[config.mk]
export PLATFORM = sky130hd
export DESIGN_NAME = fifo_rdctl
export DESIGN_NICKNAME = d
export VERILOG_FILES = /design/src/rtl/fifo_rdctl.sv
export SDC_FILE = /design/constraint.sdc
export NUM_CORES = 1
export LEC_CHECK = 0
export BUFFER_PORTS_ARGS = -buffer_cell sky130_fd_sc_hd__buf_2
export CAP_MARGIN = 20
export CORE_UTILIZATION = 60
export DETAILED_ROUTE_END_ITERATION = 12
export GPL_ROUTABILITY_DRIVEN = 0
export HOLD_SLACK_MARGIN = 0.12
export PLACE_DENSITY_LB_ADDON = 0.3
export SLEW_MARGIN = 20
export SYNTH_ARGS = -nofsm -noshare
export SYNTH_HDL_FRONTEND = slang
export SYNTH_SLANG_ARGS = --single-unit
[constraint.sdc]
create_clock -name clk -period 3.47 [get_ports clk]
set_input_delay 0.347 -clock clk [delete_from_list [all_inputs] [get_ports clk]]
set_output_delay 0.347 -clock clk [all_outputs]
set_load 0.02 [all_outputs]
[src/rtl/fifo_rdctl.sv]
module fifo_rdctl #(
  parameter int W     = 8,
  parameter int DEPTH = 16
) (
  input  logic         clk,
  input  logic         mrst_n,
  input  logic         prst_n,
  input  logic         fall_pin,
  input  logic         rtlat_n,
  input  logic         wr_n,
  input  logic [W-1:0] din,
  input  logic         rd_n,
  input  logic         rt_n,
  output logic [W-1:0] dout,
  output logic         ef_or,
  output logic         ff_ir,
  output logic         half_full
);
  localparam int AW = $clog2(DEPTH);
  localparam logic [AW:0]   DEPTH_C = (AW+1)'(DEPTH);
  localparam logic [AW+1:0] HALF_C  = (AW+2)'(DEPTH / 2);

  logic [W-1:0] mem [DEPTH];
  logic [AW:0]  wptr, rptr;
  logic [W-1:0] q;
  logic         fwft, zlat, ov, rt_pend;

  wire [AW:0]   used      = wptr - rptr;
  wire          mem_empty = (used == '0);
  wire          full      = (used == DEPTH_C);
  wire          wr_ok     = !wr_n && !full;
  wire          have_data = (wptr != '0);
  wire          take      = !mem_empty && (fwft ? (!ov || !rd_n) : !rd_n);
  wire [AW+1:0] held      = {1'b0, used} + (AW+2)'(fwft && ov);

  always_ff @(posedge clk)
    if (mrst_n && prst_n && wr_ok) mem[wptr[AW-1:0]] <= din;

  always_ff @(posedge clk) begin
    if (!mrst_n) begin
      fwft    <= fall_pin;
      zlat    <= !rtlat_n;
      wptr    <= '0;
      rptr    <= '0;
      ov      <= 1'b0;
      rt_pend <= 1'b0;
      q       <= '0;
    end else if (!prst_n) begin
      wptr    <= '0;
      rptr    <= '0;
      ov      <= 1'b0;
      rt_pend <= 1'b0;
      q       <= '0;
    end else begin
      if (wr_ok) wptr <= wptr + 1'b1;
      if (!rt_n) begin
        rt_pend <= !zlat;
        if (zlat && have_data) begin
          q    <= mem[0];
          rptr <= (AW+1)'(1);
          ov   <= 1'b1;
        end else begin
          rptr <= '0;
          ov   <= 1'b0;
        end
      end else if (rt_pend) begin
        rt_pend <= 1'b0;
        if (have_data) begin
          q    <= mem[0];
          rptr <= (AW+1)'(1);
          ov   <= 1'b1;
        end
      end else if (take) begin
        q    <= mem[rptr[AW-1:0]];
        rptr <= rptr + 1'b1;
        ov   <= 1'b1;
      end else if (fwft && !rd_n) begin
        ov <= 1'b0;
      end
    end
  end

  assign dout      = q;
  assign ef_or     = fwft ? ov : mem_empty;
  assign ff_ir     = fwft ? !full : full;
  assign half_full = held > HALF_C;
endmodule


==> implementation parameters, run 1 <==
Parameter                              Value

Clocking
  Root buffer selected by CTS    sky130_fd_sc_hd__clkbuf_8
  Clk pin slew, worst setup/hold paths    0.06 ns
  Clk sinks    154
  Clk buf depth    2
  Number of H-tree levels    4
  Cts bufs inserted    17
  Number of setup buffers added after CTS    0
  CTS tree    built
  Clock network latency to the later pin of the worst-skew pair    0.53 ns

Run
  Max-Cap Viols    0

Timing
  Max_slew headroom    0.3690
  Post-route clock period utilization    0.9457
  Pins Over Slew Limit    0
  Clk_skew    0.007241 ns
  Final Hold Vio Count    0
  Achievable frequency    304.7 MHz
  Number of failing setup endpoints in the final timing report    0
  Measured slew at the worst slew-check pin    0.9451 ns
  Unrepaired setup endpoints after global routing    no
  Post-layout min period    3.281 ns
  Total negative slack for setup checks    0 ns

Pwr
  Power Dens Cells    524.8 mW/mm^2
  Leak pwr    0.002489 uW
  Peak ir drop on the vdd network    0.0004867 V

Yosys
  Warnings, synthesis    0
  Synth unique cells    46
  Syn_nets    477
  Number of enable flip-flop cells after synthesis    130
  Top FF cell, synth    sky130_fd_sc_hd__edfxtp_1
  Seq/Total Area, Yosys    0.6644
  Post-Synthesis Cell Area    0.006599 sq mm
  Number of synthesized register bits    154
  Synth async-reset ratio    0
  Post-synthesis instance total    449
  Syn Area/Cell    14.70 sq um

Global route
  All-Layer GR Usage    0.2731
  Vias in the first global route    4052
  Maximum number of pins on one net before global-route repair    37
  Global route overflow    0
  First-pass GRT wire length    22080 microns
  Antenna violations before repair    0

Die
  Number of placement rows    37
  Die span in x    106.9 microns
  Vertical die dimension    106.9 microns
  Count of pins on the block boundary    27
  Initial core utilization    0.6279
  Core footprint    0.01051 sq mm
  Total Die Area    0.01142 sq mm

Worst setup path
  Arrival time of data at the critical path endpoint    2.93 ns
  Path depth of the worst reg2reg path    10
  Bufs and invs on worst path    3
  Sequence of cells on the critical path    inv_1 > ha_1 > fa_1 > nand2b_1 > a21oi_2 > xnor2_2 > buf_6 > nand3_1 > o211ai_1 > a31oi_1 > buf_2
  Master of the slowest instance on the critical path    sky130_fd_sc_hd__dfxtp_1
  Worst setup path category    reg -> out
  Worst setup EP type    output port
  Worst EP required    3.12 ns
  Largest stage delay on the critical path    0.43 ns
  Largest delay contributor family on the critical path    adder cells
  Slack of the worst reg-to-reg path    0.23 ns
  Maximum fanout count along the critical path    13
  Sort of element at the start of the critical path    flip-flop
  Stages on worst setup path    11

Layout
  Final cell count without fillers    644
  Layout cell share with drive strength beyond 1    0.2008
  Ant. Diodes    0
  Net count reported at finish    523
  End-of-flow core utilization    0.7195
  Growth of design area from synthesis to finish    14.58%
  Fillers    625
  Final Instance Area    0.007561 sq mm

Drt
  Number of remaining DRC errors    0
  Drt initial violations    433
  Count of vias placed by the detailed router    4067
  DRT Pass-1 Iters    5
  WL per Instance    21.96 microns
  Via density per instance    6.315
  Routed Wire Length    14140 microns
  Detail Route Antenna Nets    0

Hold path
  Class of the most critical hold timing path    in -> reg
  Hold Path Stages    4

Outcome
  Status    finished, final reports clean

Placement
  Detailed placement HPWL    9304 microns
  DP Cell Count    608
  Instance area at placement    0.006954 sq mm
  Buffers on Ports    26
-- path summary, 6_finish.rpt --
kind         startpoint        end
min                wr_n    wptr[3]
max reg2reg     wptr[0]  mem[2][0]
min reg2reg          ov         ov
max             wptr[0]  half_full
-- layer usage --
metal / part of all wire / track usage / vias up
met5: 0 / 0 / -
met1: 0.40 / 0.3511 / 1993
met3: 0.092 / 0.08511 / 41
met4: 0.037 / 0.1409 / 0
met2: 0.47 / 0.4203 / 211
li1: - / - / 1822
-- cell usage in the layout (no fill, tap or decap), types with 4 or more instances in the layout --
cell / count
sky130_fd_sc_hd__nand3_1: 14
sky130_fd_sc_hd__mux4_2: 16
sky130_fd_sc_hd__o22ai_1: 8
sky130_fd_sc_hd__nor3_1: 24
sky130_fd_sc_hd__clkinvlp_4: 4
sky130_fd_sc_hd__nand2b_1: 6
sky130_fd_sc_hd__buf_2: 26
sky130_fd_sc_hd__inv_1: 14
sky130_fd_sc_hd__nor2_1: 33
sky130_fd_sc_hd__ha_1: 11
sky130_fd_sc_hd__mux2i_1: 42
sky130_fd_sc_hd__clkbuf_16: 16
sky130_fd_sc_hd__buf_4: 18
sky130_fd_sc_hd__dlygate4sd3_1: 4
sky130_fd_sc_hd__inv_6: 4
sky130_fd_sc_hd__dfxtp_1: 23
sky130_fd_sc_hd__xnor2_1: 5
sky130_fd_sc_hd__a21oi_1: 12
sky130_fd_sc_hd__a22oi_1: 8
sky130_fd_sc_hd__a41oi_1: 8
sky130_fd_sc_hd__nand2_1: 24
sky130_fd_sc_hd__edfxtp_1: 130
-- through the flow --
step | total power [uW] | setup slack (ns) | hold slack [ns]
floorplan | 2176 | 0.3172 | 0.4410
global placement | 2242 | 0.4186 | 0.4673
detailed placement | 2249 | 0.2564 | 0.4854
CTS | 3988 | 0.1435 | 0.2153
global route | 4088 | 0.03689 | 0.2238
finish | 3968 | 0.1885 | 0.2341
-- synth_stat cells, types with 3 or more instances --
library cell	count	share of area
sky130_fd_sc_hd__a211oi_1	3	0.0034
sky130_fd_sc_hd__a21oi_1	12	0.0091
sky130_fd_sc_hd__a22oi_1	8	0.0091
sky130_fd_sc_hd__a41oi_1	8	0.011
sky130_fd_sc_hd__and2_1	3	0.0028
sky130_fd_sc_hd__buf_2	9	0.0068
sky130_fd_sc_hd__buf_4	3	0.0034
sky130_fd_sc_hd__clkbuf_1	11	0.0063
sky130_fd_sc_hd__dfxtp_1	24	0.073
sky130_fd_sc_hd__edfxtp_1	130	0.59
sky130_fd_sc_hd__ha_1	11	0.021
sky130_fd_sc_hd__inv_1	14	0.0080
sky130_fd_sc_hd__mux2i_1	42	0.064
sky130_fd_sc_hd__mux4_2	16	0.055
sky130_fd_sc_hd__nand2_1	24	0.014
sky130_fd_sc_hd__nand2b_1	6	0.0057
sky130_fd_sc_hd__nand3_1	14	0.011
sky130_fd_sc_hd__nor2_1	33	0.019
sky130_fd_sc_hd__nor2b_1	3	0.0028
sky130_fd_sc_hd__nor3_1	24	0.018
sky130_fd_sc_hd__o211ai_1	3	0.0034
sky130_fd_sc_hd__o22ai_1	8	0.0076
sky130_fd_sc_hd__o31ai_1	3	0.0034
sky130_fd_sc_hd__xnor2_1	5	0.0066
-- registers in the layout, indices dropped and copies added, names as in the netlist, named ones only --
signal / cells
fwft: 1
zlat: 1
mem: 128
rt_pend: 1
rptr: 5
ov: 1
wptr: 5
dout: 8
-- worst min-delay path, stage by stage --
cell and delay, ns:
sky130_fd_sc_hd__buf_2 0.14, sky130_fd_sc_hd__a211oi_1 0.07, sky130_fd_sc_hd__xnor2_1 0.13, sky130_fd_sc_hd__nor2_1 0.04
-- power by group --
group	total, uW	switching, uW	internal [uW]
Sequential	2030	11.3	2020
Clock	1750	723	1030
Combinational	190	124	66.2
-- final cells by class --
class	instances	area, sq um	share of cell area
flip-flops and latches	154	4385	0.5800
multi-input cells	258	2053	0.2716
clock buffers	19	421.7	0.05577
repair buffers	50	336.6	0.04451
well taps	136	170.2	0.02251
clock inverters	13	141.4	0.01870
inverters	14	52.55	0.006950
-- kinds of logic (layout without fill, tap and decap cells) --
kind of cell,count (synthesis),in the layout,synth area share
flops,154,154,0.6644
simple gates,114,114,0.08210
compound gates,65,65,0.07262
mux,58,58,0.1183
buf+inv,37,96,0.02446
fa+ha+maj,12,12,0.02389
xor+xnor,9,9,0.01422
-- timing repair --
action,4_1_cts,5_1_grt
hold buffers,4,0
gates resized for setup,0,1
hold endpoints to repair,5,0
endpoints found under the setup margin,0,1
(Power assumes the default switching activity.)
==> run 2: changes to the inputs <==
- CELL_PAD_IN_SITES_DETAIL_PLACEMENT: not set -> 2
- CELL_PAD_IN_SITES_GLOBAL_PLACEMENT: not set -> 2
- CORE_UTILIZATION: 60 -> 45
- HOLD_SLACK_MARGIN: 0.12 -> 0.1
==> run 2 against run 1 <==
  * Maximum frequency is 1.3% lower
  * Global-route usage grew 0.81 points
  * Flip-flop and latch count did not move
  * First-iteration DRC count down 11%
  * Register-to-register slack worse by 0.05 ns
  * Count of clock-buffer cells in the layout is 2 lower
  * Critical endpoint unchanged
  * Clock power rose by 6%
  * Die area up 33%
  * Wire length up 37%
  * Design area grew 1.2%
==> implementation parameters, run 2 (synthesis results as in run 1) <==
Parameter                              Value

Outcome
  Status    finished, final reports clean (unchanged)

Pwr
  Power Dens Cells    534.8 mW/mm^2 (was 524.8 mW/mm^2)
  Sum of internal, switching and leakage power    4091 uW (was 3968 uW)
  Peak ir drop on the vdd network    0.0004492 V (was 0.0004867 V)
  Leak pwr    0.002507 uW (was 0.002489 uW)

Drt
  Drt initial violations    385 (was 433)
  DRT Pass-1 Iters    5 (unchanged)
  Detail Route Antenna Nets    0 (unchanged)
  Count of vias placed by the detailed router    4103 (was 4067)
  WL per Instance    28.31 microns (was 21.96 microns)
  Via density per instance    5.981 (was 6.315)
  Number of remaining DRC errors    0 (unchanged)
  Routed Wire Length    19420 microns (was 14140 microns)

Worst setup path
  Arrival time of data at the critical path endpoint    2.98 ns (was 2.93 ns)
  Worst setup EP type    output port (unchanged)
  Largest delay contributor family on the critical path    adder cells (unchanged)
  Sort of element at the start of the critical path    flip-flop (unchanged)
  Largest stage delay on the critical path    0.43 ns (about the same)
  Worst EP required    3.12 ns (about the same)
  Slack of the worst reg-to-reg path    0.18 ns (was 0.23 ns)
  Path depth of the worst reg2reg path    10 (unchanged)
  Worst setup path category    reg -> out (unchanged)
  Reg-to-Reg End    mem[3][0] (was mem[2][0])
  Master of the slowest instance on the critical path    sky130_fd_sc_hd__fa_1 (was sky130_fd_sc_hd__dfxtp_1)
  Sequence of cells on the critical path    inv_1 > ha_1 > fa_1 > nand2b_1 > a21oi_4 > xnor2_4 > buf_6 > o21bai_1 > a31oi_1 > buf_2 (was inv_1 > ha_1 > fa_1 > nand2b_1 > a21oi_2 > xnor2_2 > buf_6 > nand3_1 > o211ai_1 > a31oi_1 > buf_2)
  Origin of the critical flop-to-flop path    wptr[0] (unchanged)
  Maximum fanout count along the critical path    8 (was 13)
  Bufs and invs on worst path    3 (unchanged)

Global route
  First-pass GRT wire length    29100 microns (was 22080 microns)
  Antenna violations before repair    0 (unchanged)
  Global route overflow    0 (unchanged)
  All-Layer GR Usage    0.2813 (was 0.2731)
  Vias in the first global route    4361 (was 4052)
  Maximum number of pins on one net before global-route repair    49 (was 37)

Layout
  Flip-flop count of the largest register, all copies and words added    128 (unchanged)
  Most common cell after layout, fill and taps aside    sky130_fd_sc_hd__edfxtp_1 (unchanged)
  Ant. Diodes    0 (unchanged)
  End-of-flow core utilization    0.5427 (was 0.7195)
  Growth of design area from synthesis to finish    15.93% (was 14.58%)
  Net count reported at finish    521 (was 523)
  Layout cell share with drive strength beyond 1    0.2134 (was 0.2008)
  Most frequent cells in the layout    sky130_fd_sc_hd__edfxtp_1, sky130_fd_sc_hd__mux2i_1, sky130_fd_sc_hd__nor2_1 (unchanged)

Timing
  Max_slew headroom    0.4300 (was 0.3690)
  Number of failing setup endpoints in the final timing report    0 (unchanged)
  Clk_skew    0.01028 ns (was 0.007241 ns)
  Post-route clock period utilization    0.9578 (was 0.9457)
  Achievable frequency    300.9 MHz (was 304.7 MHz)
  Unrepaired setup endpoints after global routing    no (unchanged)
  Pins Over Slew Limit    0 (unchanged)
  Final Hold Vio Count    0 (unchanged)
  Total negative slack for setup checks    0 ns (unchanged)
  Post-layout min period    3.323 ns (was 3.281 ns)
  Measured slew at the worst slew-check pin    0.8493 ns (was 0.9451 ns)

Hold path
  Hold Path Stages    2 (was 4)
  Worst hold start    rtlat_n (was wr_n)
  Endpoint of the worst hold-timing path    zlat (was wptr[3])
  Class of the most critical hold timing path    in -> reg (unchanged)

Clocking
  Clk pin slew, worst setup/hold paths    0.07 ns (was 0.06 ns)
  Clk sinks    154 (unchanged)
  CTS tree    built (unchanged)
  Clk buf depth    2 (unchanged)
  Clock network latency to the later pin of the worst-skew pair    0.44 ns (was 0.53 ns)
  Root buffer selected by CTS    sky130_fd_sc_hd__clkbuf_16 (was sky130_fd_sc_hd__clkbuf_8)
  Cts bufs inserted    17 (unchanged)
  Number of H-tree levels    4 (unchanged)

Die
  Count of pins on the block boundary    27 (unchanged)
  Die span in x    123.1 microns (was 106.9 microns)
  Vertical die dimension    123.1 microns (was 106.9 microns)
  Number of placement rows    43 (was 37)
  Initial core utilization    0.4681 (was 0.6279)
  Core footprint    0.01410 sq mm (was 0.01051 sq mm)
  Total Die Area    0.01515 sq mm (was 0.01142 sq mm)

Placement
  Buffers on Ports    26 (unchanged)
  Detailed placement HPWL    13430 microns (was 9304 microns)

Run
  Max-Cap Viols    0 (unchanged)
==> run 2: cell count changes in the layout (fill, tap and decap cells not counted), sizes merged <==
cell / change
buf: +1
bufinv: -1
clkbuf: -2
clkinvlp: -2
dlygate4sd3: -3
inv: +5
==> run 2: final cells by class <==
| cell class | count | area (sq um) |
|---|---|---|
| fillers | 1244 | 6446 |
| flip-flops and latches | 154 | 4387 |
| multi-input cells | 258 | 2093 |
| clock buffers | 17 | 425.4 |
| repair buffers | 48 | 314.1 |
| well taps | 180 | 225.2 |
| clock inverters | 15 | 152.6 |
| inverters | 14 | 52.55 |
==> run 2: routing by layer <==
metal,vias to the layer above,part of all wire,track usage
met3,21,0.041,0.05581
met1,2133,0.45,0.3732
met2,127,0.50,0.4698
met4,0,0.013,0.08208
li1,1822,-,-
met5,-,0,0
==> run 2: worst max-delay path by stage <==
stage,start,endpoint,slack (ns),depth (start not counted)
after floorplan,wptr[0],mem[0][0],0.32,9
final,wptr[0],half_full,0.15,10
after detailed placement,wptr[0],mem[0][5],0.09,10
after global placement,wptr[0],mem[0][5],0.36,10
after global routing,wptr[0],half_full,0.05,10
after CTS,wptr[0],ff_ir,0.006,9
==> run 2: stage by stage <==
stage | hold WS, ns | area [sq um] | instances | setup WS (ns)
after floorplan | 0.4410 | 6599 | 449 | 0.3172
after global placement | 0.4649 | 7017 | 653 | 0.3586
after detailed placement | 0.4949 | 7017 | 653 | 0.09164
after CTS | 0.1312 | 7635 | 686 | 0.005615
after global routing | 0.1325 | 7650 | 686 | 0.05007
final | 0.1530 | 7650 | 686 | 0.1465
==> run 2: repair_timing <==
action,4_1_cts,5_1_grt
gates cloned,0,0
hold buffers,1,0
setup buffers,0,0
hold endpoints to repair,1,0
resized for setup,4,3
endpoints found under the setup margin,9,10
==> run 2: power by group <==
group | internal [uW] | switching, uW | leakage, uW
Sequential | 2010 | 11.4 | 0.00137
Clock | 1010 | 846 | 0.000279
Combinational | 64.5 | 141 | 0.000862
Total | 3090 | 998 | 0.00251
==> run 3: changes to the inputs <==
- CORE_UTILIZATION: 45 -> 47
- CTS_BUF_LIST: not set -> sky130_fd_sc_hd__clkbuf_8
==> run 3 against run 2 <==
  * Clock power is 25% lower
  * Non-clock buffer count grew 3
  * Worst setup slack got worse by 0.089 ns
  * Design area fell by 2.8%
  * Die area shrank 4.2%
  * First-iteration DRC count up 15%
  * Critical path depth did not move
  * Count of clock-buffer cells in the layout unchanged
  * Utilization up 1.0 points
  * Hold slack worse by 0.012 ns
  * Register-to-register slack worse by 0.12 ns
  * Critical path type is now reg -> reg
  * Flip-flop and latch count unchanged
  * Largest power group unchanged
==> implementation parameters, run 3 (synthesis results as in run 1) <==
Parameter                              Value

Outcome
  Status    finished, final reports clean (unchanged)

Timing
  Pins Over Slew Limit    0 (unchanged)
  Total negative slack for setup checks    0 ns (unchanged)
  Post-layout min period    3.412 ns (was 3.323 ns)
  Clk_skew    0.01707 ns (was 0.01028 ns)
  Unrepaired setup endpoints after global routing    yes (was no)
  Number of failing setup endpoints in the final timing report    0 (unchanged)
  Post-route clock period utilization    0.9834 (was 0.9578)
  Measured slew at the worst slew-check pin    1.030 ns (was 0.8493 ns)
  Max_slew headroom    0.3122 (was 0.4300)
  Achievable frequency    293.0 MHz (was 300.9 MHz)
  Worst hold slack across all endpoints    0.1410 ns (was 0.1530 ns)
  Final Hold Vio Count    0 (unchanged)

Layout
  Ant. Diodes    0 (unchanged)
  Growth of design area from synthesis to finish    12.68% (was 15.93%)
  Layout cell share with drive strength beyond 1    0.2161 (was 0.2134)
  Flip-flop count of the largest register, all copies and words added    128 (unchanged)
  Most frequent cells in the layout    sky130_fd_sc_hd__edfxtp_1, sky130_fd_sc_hd__mux2i_1, sky130_fd_sc_hd__nor2_1 (unchanged)
  End-of-flow core utilization    0.5527 (was 0.5427)
  Net count reported at finish    524 (was 521)
  Most common cell after layout, fill and taps aside    sky130_fd_sc_hd__edfxtp_1 (unchanged)

Global route
  All-Layer GR Usage    0.3001 (was 0.2813)
  Most heavily used metal layer in global routing    met2 (unchanged)
  Antenna violations before repair    0 (unchanged)
  Fraction of met1 tracks used by global routing    0.3779 (was 0.3732)
  Vias in the first global route    4578 (was 4361)
  Met2 Usage GRT    0.4975 (was 0.4698)
  Maximum number of pins on one net before global-route repair    25 (was 49)
  Met3 GRT Util    0.06415 (was 0.05581)
  First-pass GRT wire length    30190 microns (was 29100 microns)
  Global route overflow    0 (unchanged)

Drt
  Drt initial violations    444 (was 385)
  Routed Wire Length    20200 microns (was 19420 microns)
  DRT Pass-1 Iters    6 (was 5)
  Via density per instance    6.152 (was 5.981)
  Detail Route Antenna Nets    0 (unchanged)
  Number of remaining DRC errors    0 (unchanged)
  WL per Instance    29.49 microns (was 28.31 microns)
  Count of vias placed by the detailed router    4214 (was 4103)

Die
  Count of pins on the block boundary    27 (unchanged)
  Total Die Area    0.01452 sq mm (was 0.01515 sq mm)
  Number of placement rows    42 (was 43)
  Core footprint    0.01345 sq mm (was 0.01410 sq mm)
  Vertical die dimension    120.5 microns (was 123.1 microns)
  Die span in x    120.5 microns (was 123.1 microns)
  Initial core utilization    0.4905 (was 0.4681)

Worst setup path
  Maximum fanout count along the critical path    8 (unchanged)
  Worst EP required    3.64 ns (was 3.12 ns)
  Sort of element at the start of the critical path    flip-flop (unchanged)
  Arrival time of data at the critical path endpoint    3.58 ns (was 2.98 ns)
  Worst setup path category    reg -> reg (was reg -> out)
  Worst setup EP type    flip-flop (was output port)

Clocking
  Number of setup buffers added after CTS    0 (unchanged)
  Cts bufs inserted    17 (unchanged)
  CTS tree    built (unchanged)
  Clk pin slew, worst setup/hold paths    0.09 ns (was 0.07 ns)
  Clock network latency to the later pin of the worst-skew pair    0.47 ns (was 0.44 ns)
  Number of H-tree levels    4 (unchanged)
  Clk sinks    154 (unchanged)
  Root buffer selected by CTS    sky130_fd_sc_hd__clkbuf_8 (was sky130_fd_sc_hd__clkbuf_16)
  Clk buf depth    2 (unchanged)

Pwr
  Power Dens Cells    488.3 mW/mm^2 (was 534.8 mW/mm^2)
  Peak ir drop on the vdd network    0.0004152 V (was 0.0004492 V)
  Leak pwr    0.002442 uW (was 0.002507 uW)

Placement
  Detailed placement HPWL    13500 microns (was 13430 microns)
  Buffers on Ports    26 (unchanged)

Hold path
  Class of the most critical hold timing path    in -> reg (unchanged)

Run
  Max-Cap Viols    0 (unchanged)
## run 3: final cells by class
| type | count | area, sq um |
|---|---|---|
| clock buffer | 17 | 234.0 |
| clock inverter | 15 | 160.2 |
| fill | 1257 | 6017 |
| inverter | 14 | 52.55 |
| multi-input combinational | 258 | 2058 |
| sequential | 154 | 4387 |
| tap | 176 | 220.2 |
| timing repair buffer | 51 | 324.1 |
## run 3: what timing repair did
item / 4_1_cts / 5_1_grt
gates resized for setup: 2 / 1
gates cloned: 0 / 0
hold buffers: 1 / 0
pin swaps: 0 / 0
endpoints found under the setup margin: 9 / 25
hold endpoints to repair: 1 / 0
## run 3: where the power goes
part           switching (uW)  total, uW  internal, uW
sequential               14.8       2030          2010
clock                     746       1400           653
combinational             140        203          63.6
## run 3: final timing paths
check,from,to,slack [ns],cells after the start
max,wptr[0],mem[0][7],0.06,10
min,rtlat_n,zlat,0.14,2
max reg2reg,wptr[0],mem[0][7],0.06,10
min reg2reg,zlat,rt_pend,0.49,1
## run 3: routing by layer
layer	vias to the layer above	wire length [microns]
met1	2131	8195
met3	45	1409
met5	-	0
met2	216	9862
li1	1822	-
met4	0	734
## run 3: critical path, stage by stage, from the launching register on
cell and delay, ns:
sky130_fd_sc_hd__dfxtp_2 0.40, sky130_fd_sc_hd__inv_1 0.11, sky130_fd_sc_hd__ha_1 0.25, sky130_fd_sc_hd__fa_1 0.44
sky130_fd_sc_hd__xnor2_2 0.29, sky130_fd_sc_hd__a211oi_1 0.13, sky130_fd_sc_hd__or2_4 0.31, sky130_fd_sc_hd__a21oi_2 0.36
sky130_fd_sc_hd__nand3_2 0.25, sky130_fd_sc_hd__nor3_1 0.32, sky130_fd_sc_hd__buf_4 0.26
## run 3: per-stage QoR
step           setup WS (ns)  instance area, sq um  total power (uW)  std cells
6_report             0.05753                  7436              3631        685
3_5_place_dp        -0.03791                  7022              2264        652
5_1_grt             -0.06156                  7436              3717        685
3_3_place_gp          0.4090                  7022              2248        652
2_1_floorplan         0.3172                  6599              2176        449
4_1_cts              0.06664                  7432              3648        685
